`config.mk`:
```
export PLATFORM = sky130hd
export DESIGN_NAME = smb_lock_top
export DESIGN_NICKNAME = d
export VERILOG_FILES = /design/src/rtl/smb_pkg.sv /design/src/rtl/smb_lock_fsm.sv /design/src/rtl/smb_region_decode.sv /design/src/rtl/smb_access_steer.sv /design/src/rtl/smb_lock_top.sv
export SDC_FILE = /design/constraint.sdc
export NUM_CORES = 1
export LEC_CHECK = 0
export BUFFER_PORTS_ARGS = -buffer_cell sky130_fd_sc_hd__buf_2
export CAP_MARGIN = 5
export CORE_MARGIN = 4
export CORE_UTILIZATION = 39
export CTS_CLUSTER_DIAMETER = 200
export CTS_CLUSTER_SIZE = 25
export DETAILED_ROUTE_END_ITERATION = 10
export PLACE_DENSITY = 0.86
export SKIP_CTS_REPAIR_TIMING = 1
export SLEW_MARGIN = 20
export SYNTH_ARGS = -nofsm -noshare
export SYNTH_HDL_FRONTEND = slang
export SYNTH_SLANG_ARGS = --single-unit
```
`constraint.sdc`:
```
create_clock -name clk -period 5.1 [get_ports clk]
set_input_delay 1.275 -clock clk [delete_from_list [all_inputs] [get_ports clk]]
set_output_delay 1.275 -clock clk [all_outputs]
set_load 0.02 [all_outputs]
```
`src/rtl/smb_pkg.sv`:
```
package smb_pkg;
  typedef enum logic [1:0] {
    ST_OPEN   = 2'd0,
    ST_PROBED = 2'd1,
    ST_LOCKED = 2'd2
  } smb_state_e;

  typedef struct packed {
    logic sunk;
    logic win;
  } smb_route_t;
endpackage

```
`src/rtl/smb_lock_fsm.sv`:
```
module smb_lock_fsm
  import smb_pkg::*;
#(
  parameter int          REG_W       = 8,
  parameter logic [7:0]  QUERY_CODE  = 8'hFF,
  parameter logic [7:0]  ANSWER_CODE = 8'h01,
  parameter int          LOCK_BIT    = 1
) (
  input  logic             clk,
  input  logic             rst_n,
  input  logic             feat_en,
  input  logic             wr_fire,
  input  logic [REG_W-1:0] wr_data,
  output logic [REG_W-1:0] value,
  output logic [REG_W-1:0] wmask,
  output logic             locked
);
  localparam logic [REG_W-1:0] LOCK_MASK = REG_W'(1) << LOCK_BIT;
  localparam logic [REG_W-1:0] ALL_ONES  = '1;
  localparam logic [REG_W-1:0] QUERY_W   = REG_W'(QUERY_CODE);
  localparam logic [REG_W-1:0] ANSWER_W  = REG_W'(ANSWER_CODE);

  smb_state_e       state_q, state_d;
  logic [REG_W-1:0] value_q, value_d;
  logic [REG_W-1:0] merged;

  // Mask follows the state: full before the probe, lock bit only after it,
  // nothing once locked.
  always_comb begin
    unique case (state_q)
      ST_PROBED: wmask = LOCK_MASK;
      ST_LOCKED: wmask = '0;
      default:   wmask = ALL_ONES;
    endcase
  end

  // Plain masked write, the default handling for any register byte.
  assign merged = (value_q & ~wmask) | (wr_data & wmask);

  always_comb begin
    state_d = state_q;
    value_d = value_q;
    if (wr_fire) begin
      if (!feat_en) begin
        value_d = merged;
      end else begin
        unique case (state_q)
          ST_OPEN: begin
            if (merged == QUERY_W) begin
              value_d = ANSWER_W;
              state_d = ST_PROBED;
            end else begin
              value_d = '0;
            end
          end
          ST_PROBED: begin
            if (merged[LOCK_BIT]) begin
              value_d = LOCK_MASK;
              state_d = ST_LOCKED;
            end else begin
              value_d = merged;
            end
          end
          default: begin
            value_d = value_q;
          end
        endcase
      end
    end
  end

  always_ff @(posedge clk) begin
    if (!rst_n) begin
      state_q <= ST_OPEN;
      value_q <= '0;
    end else begin
      state_q <= state_d;
      value_q <= value_d;
    end
  end

  assign value  = value_q;
  assign locked = (state_q == ST_LOCKED);
endmodule

```
`src/rtl/smb_region_decode.sv`:
```
module smb_region_decode #(
  parameter int              ADDR_W      = 32,
  parameter logic [ADDR_W-1:0] REGION_BASE = 32'h0003_0000,
  parameter logic [ADDR_W-1:0] REGION_SIZE = 32'h0002_0000
) (
  input  logic [ADDR_W-1:0] addr,
  output logic              hit
);
  localparam logic [ADDR_W:0] LO = {1'b0, REGION_BASE};
  localparam logic [ADDR_W:0] HI = {1'b0, REGION_BASE} + {1'b0, REGION_SIZE};

  logic [ADDR_W:0] addr_x;
  assign addr_x = {1'b0, addr};
  assign hit    = (addr_x >= LO) && (addr_x < HI);
endmodule

```
`src/rtl/smb_access_steer.sv`:
```
module smb_access_steer
  import smb_pkg::*;
#(
  parameter int DATA_W = 32
) (
  input  logic              clk,
  input  logic              rst_n,
  input  logic              acc_fire,
  input  logic              acc_write,
  input  logic              acc_smm,
  input  logic              hit,
  input  logic              sink_on,
  input  logic              win_on,
  output logic              rsp_valid,
  output logic              rsp_sunk,
  output logic              rsp_smm_win,
  output logic [DATA_W-1:0] rsp_data
);
  smb_route_t        route;
  logic [DATA_W-1:0] data_d;
  logic              valid_q;
  smb_route_t        route_q;
  logic [DATA_W-1:0] data_q;

  always_comb begin
    route.sunk = acc_fire && hit && sink_on && !acc_smm;
    route.win  = acc_fire && hit && win_on && acc_smm;
    data_d     = (route.sunk && !acc_write) ? '1 : '0;
  end

  always_ff @(posedge clk) begin
    if (!rst_n) begin
      valid_q <= 1'b0;
      route_q <= '0;
      data_q  <= '0;
    end else begin
      valid_q <= acc_fire;
      route_q <= route;
      data_q  <= data_d;
    end
  end

  assign rsp_valid   = valid_q;
  assign rsp_sunk    = route_q.sunk;
  assign rsp_smm_win = route_q.win;
  assign rsp_data    = data_q;
endmodule

```
`src/rtl/smb_lock_top.sv`:
```
module smb_lock_top #(
  parameter int                REG_W       = 8,
  parameter int                ADDR_W      = 32,
  parameter int                DATA_W      = 32,
  parameter logic [7:0]        QUERY_CODE  = 8'hFF,
  parameter logic [7:0]        ANSWER_CODE = 8'h01,
  parameter int                LOCK_BIT    = 1,
  parameter logic [ADDR_W-1:0] REGION_BASE = 32'h0003_0000,
  parameter logic [ADDR_W-1:0] REGION_SIZE = 32'h0002_0000
) (
  input  logic              clk,
  input  logic              rst_n,
  input  logic              feat_en,
  input  logic              wr_valid,
  output logic              wr_ready,
  input  logic [REG_W-1:0]  wr_data,
  output logic [REG_W-1:0]  reg_value,
  output logic [REG_W-1:0]  reg_wmask,
  output logic              sink_en,
  output logic              smm_win_en,
  input  logic              acc_valid,
  output logic              acc_ready,
  input  logic              acc_write,
  input  logic              acc_smm,
  input  logic [ADDR_W-1:0] acc_addr,
  output logic              rsp_valid,
  output logic              rsp_sunk,
  output logic              rsp_smm_win,
  output logic [DATA_W-1:0] rsp_data
);
  logic locked;
  logic hit;
  logic wr_fire;
  logic acc_fire;

  assign wr_ready  = 1'b1;
  assign acc_ready = 1'b1;
  assign wr_fire   = wr_valid && wr_ready;
  assign acc_fire  = acc_valid && acc_ready;

  smb_lock_fsm #(
    .REG_W      (REG_W),
    .QUERY_CODE (QUERY_CODE),
    .ANSWER_CODE(ANSWER_CODE),
    .LOCK_BIT   (LOCK_BIT)
  ) u_fsm (
    .clk    (clk),
    .rst_n  (rst_n),
    .feat_en(feat_en),
    .wr_fire(wr_fire),
    .wr_data(wr_data),
    .value  (reg_value),
    .wmask  (reg_wmask),
    .locked (locked)
  );

  assign sink_en    = locked && feat_en;
  assign smm_win_en = locked && feat_en;

  smb_region_decode #(
    .ADDR_W     (ADDR_W),
    .REGION_BASE(REGION_BASE),
    .REGION_SIZE(REGION_SIZE)
  ) u_dec (
    .addr(acc_addr),
    .hit (hit)
  );

  smb_access_steer #(
    .DATA_W(DATA_W)
  ) u_steer (
    .clk        (clk),
    .rst_n      (rst_n),
    .acc_fire   (acc_fire),
    .acc_write  (acc_write),
    .acc_smm    (acc_smm),
    .hit        (hit),
    .sink_on    (sink_en),
    .win_on     (smm_win_en),
    .rsp_valid  (rsp_valid),
    .rsp_sunk   (rsp_sunk),
    .rsp_smm_win(rsp_smm_win),
    .rsp_data   (rsp_data)
  );
endmodule

```
==> results of run 1 <==
==> layer usage <==
metal	global-route usage, %	vias up	wire length (um)
met5	0	-	0
met4	5.38	0	13
met3	2.81	2	379
met2	22.2	69	991
met1	14.1	429	875
li1	-	482	-
==> kinds of logic (layout without fill, tap and decap cells) <==
group	Yosys count	count (layout)	synth area share [%]
AO/OA/AOI/OAI	21	21	15.9
AND/OR/NAND/NOR	37	37	20.4
adder cells (fa/ha/maj)	3	3	3.58
buffers and inverters	47	93	31.5
other	1	2	0.358
multiplexers	1	1	1.43
flip-flops	14	14	26.8
==> through the flow <==
| step | util, % | worst slack, ns | instance area (um2) | hold slack (ns) |
|---|---|---|---|---|
| detailed placement | 47.4 | 2.06 | 1200 | 0.490 |
| finish | 48.9 | 2.06 | 1230 | 0.512 |
| floorplan | - | 2.16 | 1050 | 0.480 |
| global route | 48.9 | 2.03 | 1230 | 0.530 |
| global placement | 47.4 | 2.06 | 1200 | 0.482 |
| CTS | 48.9 | 2.06 | 1230 | 0.512 |
==> report_power, final <==
part           leakage (nW)  switching [W]  internal, W
clock                0.0210      0.0000390    0.0000434
sequential            0.114     0.00000334     0.000114
combinational         0.553      0.0000389    0.0000272
total                 0.688      0.0000813     0.000185
==> Yosys cell counts <==
| library cell | instances | area [um2] |
|---|---|---|
| o31a_1 | 1 | 8.76 |
| a31oi_1 | 1 | 6.26 |
| nor4_1 | 3 | 18.8 |
| nor4b_4 | 1 | 23.8 |
| o2111ai_2 | 1 | 15.0 |
| nand2_1 | 10 | 37.5 |
| buf_4 | 41 | 308 |
| o21a_4 | 1 | 15.0 |
| nand3_1 | 3 | 15.0 |
| nand4_1 | 2 | 12.5 |
| a21oi_1 | 1 | 5.00 |
| nor2b_1 | 3 | 18.8 |
| o211ai_1 | 1 | 7.51 |
| o21ai_0 | 4 | 20.0 |
| mux2_4 | 1 | 15.0 |
| a31o_2 | 1 | 8.76 |
| a22oi_1 | 1 | 7.51 |
| and2_2 | 1 | 7.51 |
| o22ai_1 | 1 | 6.26 |
| a22o_1 | 5 | 43.8 |
| o21ai_1 | 1 | 5.00 |
| o32ai_1 | 1 | 8.76 |
| and3_1 | 3 | 18.8 |
| nand2b_1 | 3 | 18.8 |
| dfxtp_1 | 14 | 280 |
| and2_1 | 1 | 6.26 |
| nor3_1 | 4 | 20.0 |
| and4_1 | 1 | 8.76 |
| nor2_1 | 2 | 7.51 |
| conb_1 | 1 | 3.75 |
| a211o_1 | 1 | 8.76 |
| inv_1 | 6 | 22.5 |
| ha_1 | 3 | 37.5 |
==> layout make-up <==
type	instances	area share (%)
multi-input cells	64	35.7
repair buffers	83	33.7
flip-flops and latches	14	22.7
well taps	30	3.05
clock buffers	4	2.94
inverters	6	1.83
==> flip-flops by register name (all words and copies together) (netlist names) <==
name and cells:
u_fsm.value 8, u_fsm.state_q 2, u_steer.rsp_valid 1, u_steer.rsp_sunk 1, u_steer.rsp_smm_win 1, u_steer.rsp_data 1
==> worst min path at each step <==
stage / endpoint / cells past startpoint / from
after CTS: u_fsm.value[4] / 1 / u_fsm.value[4]
after detailed placement: u_fsm.value[4] / 1 / u_fsm.value[4]
after global placement: u_fsm.value[6] / 1 / u_fsm.value[6]
final: u_fsm.value[2] / 1 / u_fsm.value[2]
after floorplan: u_fsm.state_q[1] / 2 / u_fsm.state_q[1]
after global routing: u_fsm.value[3] / 1 / u_fsm.value[3]
==> critical path: cells and delay by family <==
family                 cells  cell delay (ns)
buffers and inverters      2             0.29
AND/OR/NAND/NOR            1             0.20
==> reports/results.txt, run 1 <==
status -> completed
Worst R2R Start -> u_fsm.state_q[1]
layout cell share with drive strength beyond 1 -> 54.4%
# diodes -> 0
Leakage -> 0.688 nW
multi-input logic area -> 440 um2
Power Total -> 0.000266 W
Crit Reg-Reg Endpoint -> u_fsm.value[3]
most used cell, CP -> buf_2
Final Cycle Share -> 59.6%
Worst-path clk slew -> 0.08 ns
Req. time, crit path -> 3.83 ns
vias per cell -> 4.89
Critical Path Max Stage Delay -> 0.20 ns
first-pass GRT wire length -> 3480 um
initial core utilization -> 41.5%
worst reg2reg path depth -> 7
Tmin final -> 3.04 ns
Setup CP Type -> in2out
chip width -> 59.8 um
post-detailed-placement half-perimeter wirelength -> 1910 um
Pins Over Slew Limit -> 0
Seq/Total Area, Yosys -> 26.8%
Sink Count -> 14
die area -> 0.00358 mm2
Syn Inst Count -> 124
clk buf depth -> 2
commonest non-fill, non-tap cell in the layout -> buf_2
measured slew at the worst slew-check pin -> 0.625 ns
most frequent cells in the layout -> buf_2, dfxtp_1, nand2_1
filler cell count -> 255
final net count -> 222
#FFs+latches synth -> 14
Final Setup Violations -> 0
CTS HTree Levels -> 1
Worst-Skew Late Latency -> 0.29 ns
Remaining DRCs -> 0
final wirelength -> 2260 um
Worst setup SP type -> input port
worst-path cell chain -> buf_2, and2_2, buf_2
Worst VDD drop -> 142 uV
Max stage delay cell, worst path -> and2_2
Post-Syn Area per Cell -> 8.45 um2
crit path DAT -> 1.76 ns
routed len/inst -> 11.2 um
clk root buf -> clkbuf_4
register-to-register path setup slack -> 3.08 ns
Setup TNS -> 0 ns
RSZ-0062 raised after global routing -> false
Post-Syn Area -> 0.00105 mm2
DP Cell Count -> 197
CTS tree -> built
Max Cap Viol -> 0
CP Launch Point -> feat_en
I/O Pins -> 102
Row Count -> 18
HP Class -> reg2reg
Layout area overhead -> 17.7%
Slew HR -> 58.2%
RePlAce Congestion -> 0.750
Max Freq -> 329 MHz
total number of vias -> 982
CTS Buf Count -> 3
Synth cell types -> 33
largest net degree at the start of global routing -> 33
crit path max fanout -> 4
Port-buffer cells -> 83
DR iter-0 viols -> 4
Post-DRT Antenna Nets -> 0
core footprint -> 0.00252 mm2
YS warnings -> 0
Setup Skew -> 0.0155 ns
gr ovfl total -> 0
fin cells -> 201
1st-pass router iterations -> 4
Register Area -> 280 um2
CP Capture Type -> output pin
PwrDens -> 216 mW/mm2
vias in the first global route -> 863
initial antenna violation count -> 0
Critical Path End -> smm_win_en
Die Y-Extent -> 59.8 um
Total Routing Usage GR -> 12.5%
Fin. Hold Viols -> 0
Note: power is estimated with default switching activity, not from simulation.
==> run 2, diff against run 1 <==
- CORE_UTILIZATION: 39 -> 36
- PLACE_DENSITY: 0.86 -> 0.8
- clock period: 5.1 -> 3.12 ns (I/O delays scaled with it)
==> reports/results.txt, run 2 (synthesis gave the netlist of run 1 again) <==
Final Cycle Share -> 72.4%
fin cells -> 202 (was 201)
Pins Over Slew Limit -> 0 (unchanged)
Remaining DRCs -> 0 (unchanged)
final net count -> 222 (unchanged)
Critical Path Max Stage Delay -> 0.40 ns (was 0.20 ns)
DP Cell Count -> 198 (was 197)
Worst setup SP type -> register (was input port)
HP Class -> reg2reg (unchanged)
crit path DAT -> 1.48 ns (was 1.76 ns)
CTS HTree Levels -> 1 (unchanged)
chip width -> 61.9 um (was 59.8 um)
Top delay family on crit path -> buffers and inverters (unchanged)
Req. time, crit path -> 2.34 ns (was 3.83 ns)
PwrDens -> 349 mW/mm2 (was 216 mW/mm2)
Tmin final -> 2.26 ns
Setup CP Type -> reg2out (was in2out)
max reg flops -> 8 (unchanged)
Worst-path clk slew -> 0.08 ns (about the same)
worst-path cell chain -> inv_1, ha_1, inv_1, buf_2 (was buf_2, and2_2, buf_2)
I/O Pins -> 102 (unchanged)
core footprint -> 0.00276 mm2 (was 0.00252 mm2)
Setup Skew -> 0.00152 ns (was 0.0155 ns)
Slew HR -> 58.7% (was 58.2%)
Max stage delay cell, worst path -> ha_1 (was and2_2)
# diodes -> 0 (unchanged)
Row Count -> 19 (was 18)
post-detailed-placement half-perimeter wirelength -> 1900 um (was 1910 um)
Layout area overhead -> 17.8% (was 17.7%)
dpl ws -> 1.04 ns (was 2.06 ns)
Port-buffer cells -> 83 (unchanged)
initial core utilization -> 38.0% (was 41.5%)
layout cell share with drive strength beyond 1 -> 54.4% (unchanged)
commonest non-fill, non-tap cell in the layout -> buf_2 (unchanged)
Die Y-Extent -> 61.9 um (was 59.8 um)
Leakage -> 0.688 nW (unchanged)
Power Total -> 0.000431 W (was 0.000266 W)
total number of vias -> 954 (was 982)
Worst VDD drop -> 262 uV (was 142 uV)
Design Area, Final -> 0.00123 mm2 (about the same)
clk buf depth -> 2 (unchanged)
WP buf/inv -> 3 (was 2)
measured slew at the worst slew-check pin -> 0.619 ns (was 0.625 ns)
first-pass GRT wire length -> 3040 um (was 3480 um)
Post-DRT Antenna Nets -> 0 (unchanged)
Setup TNS -> 0 ns (unchanged)
DR iter-0 viols -> 14 (was 4)
largest net degree at the start of global routing -> 33 (unchanged)
Worst-Skew Late Latency -> 0.28 ns (was 0.29 ns)
Max Cap Viol -> 0 (unchanged)
CTS tree -> built (unchanged)
initial antenna violation count -> 0 (unchanged)
gr ovfl total -> 0 (unchanged)
CTS Buf Count -> 3 (unchanged)
Sink Count -> 14 (unchanged)
Max Freq -> 443 MHz
die area -> 0.00384 mm2 (was 0.00358 mm2)
vias per cell -> 4.72 (was 4.89)
vias in the first global route -> 757 (was 863)
routed len/inst -> 10.9 um (was 11.2 um)
crit path max fanout -> 7 (was 4)
final wirelength -> 2190 um (was 2260 um)
1st-pass router iterations -> 2 (was 4)
dpl cell area -> 0.00120 mm2 (about the same)
Total Routing Usage GR -> 10.4% (was 12.5%)
CP Capture Type -> output pin (unchanged)
clk root buf -> clkbuf_4 (unchanged)
most used cell, CP -> inv_1 (was buf_2)
RePlAce Congestion -> 0.877 (was 0.750)
Final Setup Violations -> 0 (unchanged)
status -> completed (unchanged)
final setup margin -> 0.861 ns (was 2.06 ns)
Fin. Hold Viols -> 0 (unchanged)
most frequent cells in the layout -> buf_2, dfxtp_1, nand2_1 (unchanged)
RSZ-0062 raised after global routing -> false (unchanged)
==> run 2: cell counts in the layout (fill, tap and decap cells not counted) <==
Identical to the previous run, type by type.
==> run 2: worst paths after layout <==
| path | start | end | slack [ns] | cells after the start |
|---|---|---|---|---|
| max | u_fsm.state_q[0] | reg_wmask[3] | 0.86 | 4 |
| min reg2reg | u_fsm.value[5] | u_fsm.value[5] | 0.50 | 2 |
| max reg2reg | u_fsm.state_q[0] | u_fsm.state_q[0] | 1.10 | 7 |
| min | u_fsm.value[5] | u_fsm.value[5] | 0.50 | 2 |
==> run 2: per-layer routing <==
layer | GRT usage, % | vias to the layer above | share of wire, % | routed length [um]
met5 | 0 | - | 0 | 0
met3 | 4.96 | 2 | 17 | 377
met4 | 2.73 | 0 | 0.55 | 12
met1 | 10.8 | 403 | 37 | 805
li1 | - | 489 | - | -
met2 | 18.8 | 60 | 45 | 997
==> run 2: cell type report <==
cell class	instances	area (um2)
fill	278	1520
multi-input combinational	64	440
timing repair buffer	83	415
sequential	14	280
tap	31	38.8
clock buffer	4	36.3
inverter	6	22.5
==> run 2: power by group <==
| part | switching, W | internal [W] | total [W] |
|---|---|---|---|
| Combinational | 0.0000630 | 0.0000445 | 0.000107 |
| Sequential | 0.00000525 | 0.000186 | 0.000192 |
| Clock | 0.0000604 | 0.0000710 | 0.000131 |
==> run 2: metrics by stage <==
stage          utilization [%]  hold WS (ns)
6_report                  44.7         0.501
5_1_grt                   44.7         0.529
4_1_cts                   44.7         0.506
3_5_place_dp              43.4         0.481
3_3_place_gp              43.4         0.484
2_1_floorplan                -         0.480
==> run 2: tightest hold or removal path: stages (launching register included) <==
cell and delay (ns):
dfxtp_1 0.33, nand2_1 0.06, o32ai_1 0.07
==> run 3, diff against run 2 <==
- ABC_AREA: unset -> 1
- CORE_UTILIZATION: 36 -> 37
- clock period: 3.12 -> 2.2 ns (I/O delays scaled with it)
==> reports/results.txt, run 3 <==
Remaining DRCs -> 0 (unchanged)
Max Freq -> 493 MHz
# diodes -> 0 (unchanged)
die area -> 0.00391 mm2 (was 0.00384 mm2)
ranking of synthesized cells by area -> buf_4, dfxtp_1, nand2_1, a21oi_1, o21ai_0 (was buf_4, dfxtp_1, a22o_1, ha_1, nand2_1)
Final Cycle Share -> 92.2%
max reg flops -> 8 (unchanged)
Setup TNS -> 0 ns (unchanged)
gr ovfl total -> 0 (unchanged)
HP Class -> in2reg (was reg2reg)
Pins Over Slew Limit -> 0 (unchanged)
Row Count -> 19 (unchanged)
EDFF count, synth -> 0 (unchanged)
Syn Inst Count -> 158 (was 124)
post-detailed-placement half-perimeter wirelength -> 1960 um (was 1900 um)
Hold WS -> 0.430 ns (was 0.501 ns)
Port-buffer cells -> 83 (unchanged)
PwrDens -> 405 mW/mm2 (was 349 mW/mm2)
Worst VDD drop -> 249 uV (was 262 uV)
clk buf depth -> 2 (unchanged)
Layout area overhead -> 14.4% (was 17.8%)
Synth Area in Simple Gates -> 26.6% (was 20.4%)
first-pass GRT wire length -> 3880 um (was 3040 um)
I/O Pins -> 102 (unchanged)
clock share of power -> 27.8% (was 30.5%)
Setup Skew -> 0.00384 ns (was 0.00152 ns)
final wirelength -> 2360 um (was 2190 um)
routed len/inst -> 10.1 um (was 10.9 um)
Comb power frac -> 19.5% (was 25.0%)
Worst-path clk slew -> 0.08 ns (about the same)
RePlAce Congestion -> 0.796 (was 0.877)
synth cell count leaders -> nand2_1, buf_4, dfxtp_1 (was buf_4, dfxtp_1, nand2_1)
layout cell share with drive strength beyond 1 -> 46.5% (was 54.4%)
CTS Buf Count -> 3 (unchanged)
CTS HTree Levels -> 1 (unchanged)
Fin. Hold Viols -> 0 (unchanged)
Sink Count -> 14 (unchanged)
Synth cell types -> 25 (was 33)
main combinational cell family by area after synthesis -> buffers and inverters (unchanged)
Setup CP Type -> reg2out (unchanged)
Synth Area in Compound Gates -> 10.8% (was 15.9%)
1st-pass router iterations -> 2 (unchanged)
clk root buf -> clkbuf_4 (unchanged)
Max Cap Viol -> 0 (unchanged)
initial antenna violation count -> 0 (unchanged)
Core Util, Final -> 44.9% (was 44.7%)
Slew HR -> 57.3% (was 58.7%)
total number of vias -> 1,013 (was 954)
CTS tree -> built (unchanged)
chip width -> 62.6 um (was 61.9 um)
Die Y-Extent -> 62.6 um (was 61.9 um)
top-count cell post-synth -> nand2_1 (was buf_4)
Leakage -> 0.748 nW (was 0.688 nW)
Internal -> 0.000367 W (was 0.000302 W)
Seq pwr share -> 52.7% (was 44.5%)
largest net degree at the start of global routing -> 33 (unchanged)
Async SR Flop Fraction -> 0% (unchanged)
Req. time, crit path -> 1.65 ns (was 2.34 ns)
final net count -> 254 (was 222)
#FFs+latches synth -> 14 (unchanged)
Total Routing Usage GR -> 11.7% (was 10.4%)
XOR/XNOR Fraction of Synth Area -> 0% (unchanged)
Post-Syn Area per Cell -> 6.97 um2 (was 8.45 um2)
crit path DAT -> 1.48 ns (about the same)
CP Capture Type -> output pin (unchanged)
vias per cell -> 4.35 (was 4.72)
Worst setup SP type -> register (unchanged)
Post-DRT Antenna Nets -> 0 (unchanged)
sw frac -> 28.0% (was 29.9%)
Psw -> 0.000143 W (was 0.000129 W)
adder-cell share of the synthesized area -> 3.41% (was 3.58%)
YS warnings -> 0 (unchanged)
measured slew at the worst slew-check pin -> 0.640 ns (was 0.619 ns)
area share of the largest cell type after synthesis -> 27.3% (was 29.4%)
core footprint -> 0.00281 mm2 (was 0.00276 mm2)
most frequent cells in the layout -> buf_2, nand2_1, dfxtp_1 (was buf_2, dfxtp_1, nand2_1)
multiplexer share of the synthesized area -> 0% (was 1.43%)
area leader, netlist -> buf_4 (unchanged)
commonest non-fill, non-tap cell in the layout -> buf_2 (unchanged)
DR iter-0 viols -> 19 (was 14)
Seq/Total Area, Yosys -> 25.5% (was 26.8%)
Post-Syn Area -> 0.00110 mm2 (was 0.00105 mm2)
Final Setup Violations -> 0 (unchanged)
Tmin final -> 2.03 ns
crit path max fanout -> 14 (was 7)
vias in the first global route -> 922 (was 757)
initial core utilization -> 39.3% (was 38.0%)
Worst-Skew Late Latency -> 0.27 ns (was 0.28 ns)
RSZ-0062 raised after global routing -> false (unchanged)
top_reg_cell synth -> dfxtp_1 (unchanged)
status -> completed (unchanged)
[run 3: cell types whose count changed in the layout (fill, tap and decap cells not counted), sizes merged, moves of 5 or more]
cell and change:
a22o -5, nand2 +37, inv +5, a21oi +9
nor2 +7
[run 3: path summary, 6_finish.rpt]
kind         slack (ns)              endpoint             start  cells after the start
max                0.17          reg_wmask[4]  u_fsm.state_q[0]                      4
min reg2reg        0.49        u_fsm.value[1]    u_fsm.value[1]                      2
max reg2reg        0.38      u_fsm.state_q[0]  u_fsm.state_q[0]                     12
min                0.43  u_steer.rsp_data[30]         acc_write                      2
[run 3: kinds of logic after synthesis]
| kind of cell | after synthesis |
|---|---|
| AND/OR/NAND/NOR | 66 |
| buffers and inverters | 54 |
| AO/OA/AOI/OAI | 20 |
| flip-flops | 14 |
| adder cells (fa/ha/maj) | 3 |
| other | 1 |
[run 3: per-stage QoR]
| step | worst slack [ns] | cell area [um2] | instances | total power (W) |
|---|---|---|---|---|
| after floorplan | 0.478 | 1100 | 159 | 0.000333 |
| after global placement | 0.391 | 1240 | 230 | 0.000373 |
| after detailed placement | 0.381 | 1240 | 230 | 0.000374 |
| after CTS | 0.141 | 1260 | 233 | 0.000520 |
| after global routing | 0.0611 | 1260 | 233 | 0.000541 |
| final | 0.171 | 1260 | 233 | 0.000510 |
[run 3: cell type report]
cell class              count  area, um2
well taps                  31       38.8
inverters                  11       46.3
clock buffers               3       22.5
multi-input cells          91        457
flip-flops and latches     14        280
fillers                   295       1550
repair buffers             83        415
[run 3: per-layer routing]
layer,global-route usage (%),vias to the layer above,wire (um)
met4,1.65,0,0
li1,-,546,-
met1,13.3,425,970
met5,0,-,0
met3,4.50,0,239
met2,21.0,42,1150
[run 3: power by group through the flow]
stage	Combinational (W)	Clock [W]	Sequential [W]
detailed placement	0.0000998	0	0.000275
floorplan	0.0000471	0	0.000286
global placement	0.0000984	0	0.000275
global route	0.000112	0.000159	0.000270
CTS	0.000100	0.000151	0.000269
finish	0.0000995	0.000142	0.000269
[run 3: critical path, cell delays in order, from the launching register on]
cell and delay, ns:
dfxtp_1 0.36, inv_1 0.07, ha_1 0.44, inv_6 0.16, buf_2 0.18
